===== config.mk =====
export PLATFORM = sky130hd
export DESIGN_NAME = irq_recog_top
export DESIGN_NICKNAME = d
export VERILOG_FILES = /design/src/rtl/irq_pkg.sv /design/src/rtl/irq_sync.sv /design/src/rtl/irq_datapath.sv /design/src/rtl/irq_ctrl.sv /design/src/rtl/irq_recog_top.sv
export SDC_FILE = /design/constraint.sdc
export NUM_CORES = 1
export LEC_CHECK = 0
export ABC_AREA = 1
export ABC_CLOCK_PERIOD_IN_PS = 2200
export BUFFER_PORTS_ARGS = -buffer_cell sky130_fd_sc_hd__buf_2
export CAP_MARGIN = 20
export CORE_AREA = 10 10 47 49
export CTS_CLUSTER_DIAMETER = 100
export DETAILED_ROUTE_END_ITERATION = 8
export DIE_AREA = 0 0 57 59
export GPL_TIMING_DRIVEN = 0
export PLACE_DENSITY_LB_ADDON = 0.15
export SLEW_MARGIN = 0
export SYNTH_ARGS = -nofsm -noshare
export SYNTH_HDL_FRONTEND = slang
export SYNTH_SLANG_ARGS = --single-unit
export TNS_END_PERCENT = 100

===== constraint.sdc =====
create_clock -name clk -period 2.2 [get_ports clk]
set_clock_uncertainty 0.05 [all_clocks]
set_input_delay 0.11 -clock clk [delete_from_list [all_inputs] [get_ports clk]]
set_output_delay 0.11 -clock clk [all_outputs]
set_load 0.1 [all_outputs]

===== src/rtl/irq_pkg.sv =====
package irq_pkg;

  typedef enum logic [0:0] {
    ST_IDLE = 1'b0,
    ST_ACK  = 1'b1
  } irq_state_t;

  // Strobes from control to datapath
  typedef struct packed {
    logic takeNmi;   // load fixed unmaskable vector type
    logic takeIntr;  // load vector type from bus byte
    logic nmiClr;    // drop the pending unmaskable request
  } irq_strobe_t;

endpackage


===== src/rtl/irq_sync.sv =====
module irq_sync #(
  parameter int STAGES  = 2,
  parameter bit RST_VAL = 1'b0
) (
  input  logic clk,
  input  logic rstN,
  input  logic din,
  output logic dout
);
  localparam int LAST = STAGES - 1;

  logic [LAST:0] chain;

  generate
    if (STAGES == 1) begin : g_single
      always_ff @(posedge clk or negedge rstN) begin
        if (!rstN) chain <= RST_VAL;
        else       chain <= din;
      end
    end else begin : g_multi
      always_ff @(posedge clk or negedge rstN) begin
        if (!rstN) chain <= {STAGES{RST_VAL}};
        else       chain <= {chain[LAST-1:0], din};
      end
    end
  endgenerate

  assign dout = chain[LAST];
endmodule


===== src/rtl/irq_datapath.sv =====
module irq_datapath
  import irq_pkg::*;
#(
  parameter int             VEC_W      = 8,
  parameter int             SYNC_STG   = 2,
  parameter logic [VEC_W-1:0] NMI_VEC  = 8'd2
) (
  input  logic             clk,
  input  logic             rstN,
  input  logic             nmiAsync,
  input  logic             testIn,
  input  logic [VEC_W-1:0] ackData,
  input  irq_strobe_t      strb,
  output logic             nmiPend,
  output logic [VEC_W-1:0] vecType,
  output logic             testHold
);
  logic nmiSync;
  logic nmiPrev;
  logic nmiRise;

  irq_sync #(.STAGES(SYNC_STG), .RST_VAL(1'b0)) u_nmiSync (
    .clk(clk), .rstN(rstN), .din(nmiAsync), .dout(nmiSync)
  );

  irq_sync #(.STAGES(SYNC_STG), .RST_VAL(1'b1)) u_testSync (
    .clk(clk), .rstN(rstN), .din(testIn), .dout(testHold)
  );

  assign nmiRise = nmiSync & ~nmiPrev;

  always_ff @(posedge clk or negedge rstN) begin
    if (!rstN) begin
      nmiPrev <= 1'b0;
      nmiPend <= 1'b0;
    end else begin
      nmiPrev <= nmiSync;
      // a fresh edge wins over a clear in the same cycle
      nmiPend <= nmiRise | (nmiPend & ~strb.nmiClr);
    end
  end

  always_ff @(posedge clk or negedge rstN) begin
    if (!rstN)              vecType <= '0;
    else if (strb.takeNmi)  vecType <= NMI_VEC;
    else if (strb.takeIntr) vecType <= ackData;
  end

  // pending request survives until cleared
  a_r4_pend_hold: assert property (@(posedge clk) disable iff (!rstN)
    nmiPend && !strb.nmiClr |=> nmiPend);

  // unmaskable take loads the fixed type
  a_r2_nmi_vector: assert property (@(posedge clk) disable iff (!rstN)
    strb.takeNmi |=> vecType == NMI_VEC);

  // vector holds without a take
  a_r11_vec_hold: assert property (@(posedge clk) disable iff (!rstN)
    !(strb.takeNmi || strb.takeIntr) |=> $stable(vecType));

  // never two sources in one cycle
  a_r7_one_source: assert property (@(posedge clk) disable iff (!rstN)
    $onehot0({strb.takeNmi, strb.takeIntr}));
endmodule


===== src/rtl/irq_ctrl.sv =====
module irq_ctrl
  import irq_pkg::*;
(
  input  logic        clk,
  input  logic        rstN,
  input  logic        instrEnd,
  input  logic        intrLvl,
  input  logic        ifFlag,
  input  logic        ackValid,
  input  logic        nmiPend,
  output irq_strobe_t strb,
  output logic        ackReq,
  output logic        takeInt
);
  irq_state_t state;
  irq_state_t stateNext;

  always_comb begin
    strb      = '0;
    stateNext = state;
    unique case (state)
      ST_IDLE: begin
        if (instrEnd) begin
          if (nmiPend) begin
            strb.takeNmi = 1'b1;
            strb.nmiClr  = 1'b1;
          end else if (intrLvl && ifFlag) begin
            stateNext = ST_ACK;
          end
        end
      end
      ST_ACK: begin
        if (ackValid) begin
          strb.takeIntr = 1'b1;
          stateNext     = ST_IDLE;
        end
      end
      default: stateNext = ST_IDLE;
    endcase
  end

  always_ff @(posedge clk or negedge rstN) begin
    if (!rstN) begin
      state   <= ST_IDLE;
      takeInt <= 1'b0;
    end else begin
      state   <= stateNext;
      takeInt <= strb.takeNmi | strb.takeIntr;
    end
  end

  assign ackReq = (state == ST_ACK);

  // acknowledge request held until the type byte arrives
  a_r6_ack_hold: assert property (@(posedge clk) disable iff (!rstN)
    ackReq && !ackValid |=> ackReq);

  // completed acknowledge yields a take
  a_r6_ack_take: assert property (@(posedge clk) disable iff (!rstN)
    ackReq && ackValid |=> takeInt && !ackReq);

  // unmaskable source has priority at a boundary
  a_r7_nmi_first: assert property (@(posedge clk) disable iff (!rstN)
    !ackReq && instrEnd && nmiPend |=> takeInt && !ackReq);

  // masked or absent request does nothing
  a_r5_masked: assert property (@(posedge clk) disable iff (!rstN)
    !ackReq && instrEnd && !nmiPend && !(intrLvl && ifFlag) |=> !takeInt && !ackReq);
endmodule


===== src/rtl/irq_recog_top.sv =====
module irq_recog_top
  import irq_pkg::*;
#(
  parameter int               VEC_W    = 8,
  parameter int               SYNC_STG = 2,
  parameter logic [VEC_W-1:0] NMI_VEC  = 8'd2
) (
  input  logic             clk,
  input  logic             rstN,
  input  logic             nmiAsync,
  input  logic             intrLvl,
  input  logic             ifFlag,
  input  logic             instrEnd,
  input  logic             ackValid,
  input  logic [VEC_W-1:0] ackData,
  input  logic             testIn,
  output logic             ackReq,
  output logic             takeInt,
  output logic [VEC_W-1:0] vecType,
  output logic             testHold
);
  irq_strobe_t strb;
  logic        nmiPend;

  irq_ctrl u_ctrl (
    .clk(clk), .rstN(rstN), .instrEnd(instrEnd), .intrLvl(intrLvl),
    .ifFlag(ifFlag), .ackValid(ackValid), .nmiPend(nmiPend),
    .strb(strb), .ackReq(ackReq), .takeInt(takeInt)
  );

  irq_datapath #(.VEC_W(VEC_W), .SYNC_STG(SYNC_STG), .NMI_VEC(NMI_VEC)) u_dp (
    .clk(clk), .rstN(rstN), .nmiAsync(nmiAsync), .testIn(testIn),
    .ackData(ackData), .strb(strb), .nmiPend(nmiPend),
    .vecType(vecType), .testHold(testHold)
  );
endmodule


==> impl_metrics.env <==
export IMPL_status="finished, final reports clean"
export IMPL_htree_num_levels=1
export IMPL_vdd_drop_max_v=0.000580
export IMPL_hp_class="in2reg"
export IMPL_postCtsSetupRepairBufs=0
export IMPL_critPathMaxFanout=1
export IMPL_clk_latency_ps=270
export IMPL_slowest_stage="dfstp_2"
export IMPL_io_buffer_count=26
export IMPL_startpoint_type="flop"
export IMPL_start_util_pct=42.0
export IMPL_yosysMostFrequentCell="nand2_1"
export IMPL_maxCapViolCount=0
export IMPL_hpwl_mm=1.03
export IMPL_cts_sinks=16
export IMPL_netSwitchingFraction_pct=44.8
export IMPL_synth_distinct_cells=11
export IMPL_endpoint_kind="output port"
export IMPL_combinationalPowerShare_pct=40.8
export IMPL_wl_per_cell_um=12.7
export IMPL_nNetsFinal=110
export IMPL_p_leak_nw=0.487
export IMPL_p_seq_share_pct=39.1
export IMPL_fmax_ghz=0.734
export IMPL_syn_avg_cell_area_um2=11.1
export IMPL_clockRootBuffer="clkbuf_4"
export IMPL_yosysSeqAreaShare_pct=68.5
export IMPL_yosysTopAreaCell="dfrtp_1"
export IMPL_synthTopCellsByCount="nand2_1, dfrtp_1, nand3_1"
export IMPL_track_usage_pct=8.74
export IMPL_place_congestion=0.705
export IMPL_slowest_delay_ps=520
export IMPL_report_final_setup_viol=0
export IMPL_antenna_cells=0
export IMPL_crit_chain="buf_2"
export IMPL_hold_end="u_dp.vecType[1]"
export IMPL_rows=14
export IMPL_setup_tns_ps=0
export IMPL_core_area_um2=1400
export IMPL_clock_path_buffers=2
export IMPL_crit_family="flip-flops"
export IMPL_vias_per_cell=4.47
export IMPL_grt_max_degree=17
export IMPL_hold_buffers=10
export IMPL_regToRegStartpoint="u_ctrl.ackReq"
export IMPL_ff2ff_setup_slack_ps=1200
export IMPL_antenna_found_initial=0
export IMPL_r2r_end="u_dp.nmiPend"
export IMPL_post_route_min_period_ps=1360
export IMPL_synth_fp_nets=69
export IMPL_final_cell_area_um2=875
export IMPL_crit_required_ps=2040
export IMPL_grt_pass1_wl_mm=2.32
export IMPL_vias=487
export IMPL_worstMarginPinSlew_ps=493
export IMPL_wl_mm=1.38
export IMPL_yosys_top_cells_area="dfrtp_1, nand2_1, dfstp_2, nand3_1, nand2_2"
export IMPL_p_int_mw=0.503
export IMPL_yosys_warnings=0
export IMPL_placed_cell_area_um2=738
export IMPL_die_area_um2=3360
export IMPL_worstHoldStart="ackData[1]"
export IMPL_reg2reg_depth=4
export IMPL_synthArstFlopShare_pct=100
export IMPL_fin_crit_sh_pct=61.9
export IMPL_critical_path_class="reg2out"
export IMPL_drtIter0Drc=1
export IMPL_cts_resized=0
export IMPL_overflow=0
export IMPL_ant_nets=0
export IMPL_pwr_share_clk_pct=20.0
export IMPL_worst_path_buf_inv=1
export IMPL_synth_top_cell_area_share_pct=59.6
export IMPL_crit_arrival_ps=1200
export IMPL_first_global_vias=532
export IMPL_max_slew_margin_pct=67.4
export IMPL_synthFlopType="dfrtp_1"
export IMPL_rsz0062_at_grt="no"
export IMPL_syn_inst=53
export IMPL_synth_area_um2=588
export IMPL_synth_edf_count=0
export IMPL_io_pin_count=27
export IMPL_power_switching_mw=0.408
export IMPL_whs_path_depth=3
export IMPL_power_per_cell_area_nw_per_um2=1040
export IMPL_cts_tree="built"
export IMPL_drc=0
export IMPL_hold_viol_final=0
export IMPL_drt_pass1_iterations=2
export IMPL_yosys_register_bits=16
export IMPL_drive_above_1_share_pct=43.0
export IMPL_finalMaxSlewViolations=0
export IMPL_area_delta_synth_final_pct=48.7
export IMPL_die_h_um=59
export IMPL_clkTransAtPathRegs_ps=90
export IMPL_die_w_um=57
export IMPL_cts_buffers=3
logic make-up (layout without fill, tap and decap cells):
group,after synthesis,after routing,synth area share [%]
simple gates,31,31,25.3
compound gates,2,2,2.34
buf+inv,4,44,3.83
flops,16,16,68.5
how the worst max path moves through the flow:
stage          cells past startpoint  slack [ps]         endpoint                      from
2_1_floorplan                      4         650  u_dp.vecType[0]             u_ctrl.ackReq
3_3_place_gp                       1        1130         testHold  u_dp.u_testSync.chain[1]
3_5_place_dp                       1        1130         testHold  u_dp.u_testSync.chain[1]
4_1_cts                            1         810         testHold  u_dp.u_testSync.chain[1]
5_1_grt                            1         790         testHold  u_dp.u_testSync.chain[1]
6_report                           1         840         testHold  u_dp.u_testSync.chain[1]
metal layers:
metal	vias to the layer above	routed length (um)	global-route usage, %
met2	15	697	15.0
met3	2	150	4.72
li1	247	-	-
met1	223	524	8.44
met4	0	12	4.03
met5	-	0	0
layout make-up:
class                   instances  area, um^2
clock buffers                   4        36.3
fillers                       126         527
flip-flops and latches         16         403
plain buffers                   1        11.3
multi-input cells              33         163
repair buffers                 36         230
inverters                       3        11.3
well taps                      16        20.0
placed cells by master, fill, tap and decap left out:
| cell type | count |
|---|---|
| dlygate4sd3_1 | 10 |
| clkbuf_4 | 3 |
| inv_2 | 2 |
| dfrtp_1 | 14 |
| a21oi_2 | 1 |
| nand3_4 | 1 |
| nand2_1 | 18 |
| buf_6 | 1 |
| nand3_1 | 9 |
| clkbuf_8 | 1 |
| nand2_2 | 3 |
| inv_1 | 1 |
| dfstp_2 | 2 |
| o21ai_0 | 1 |
| buf_2 | 26 |
power groups by stage:
stage	clock (mW)	combinational, mW	sequential, mW
floorplan	0	0.0560	0.596
global placement	0	0.359	0.360
detailed placement	0	0.362	0.363
CTS	0.196	0.376	0.357
global route	0.206	0.391	0.362
finish	0.183	0.372	0.357
through the flow:
step / hold slack, ps / setup slack [ps] / power (mW) / std cells / utilization [%]
final: 9.45 / 838 / 0.912 / 109 / 62.4
after global routing: 10.5 / 786 / 0.958 / 109 / 62.4
after CTS: 3.32 / 811 / 0.930 / 109 / 62.4
after detailed placement: -11.5 / 1130 / 0.725 / 95 / 52.7
after global placement: -13.8 / 1130 / 0.719 / 95 / 52.7
after floorplan: -236 / 646 / 0.652 / 53 / -
sequential cells by signal, summed over array words and instances (netlist names):
register               flops
u_ctrl.takeInt             1
u_dp.u_testSync.chain      2
u_dp.vecType               8
u_ctrl.ackReq              1
u_dp.u_nmiSync.chain       2
u_dp.nmiPend               1
u_dp.nmiPrev               1
No activity file was read; power rests on OpenSTA's default activity.
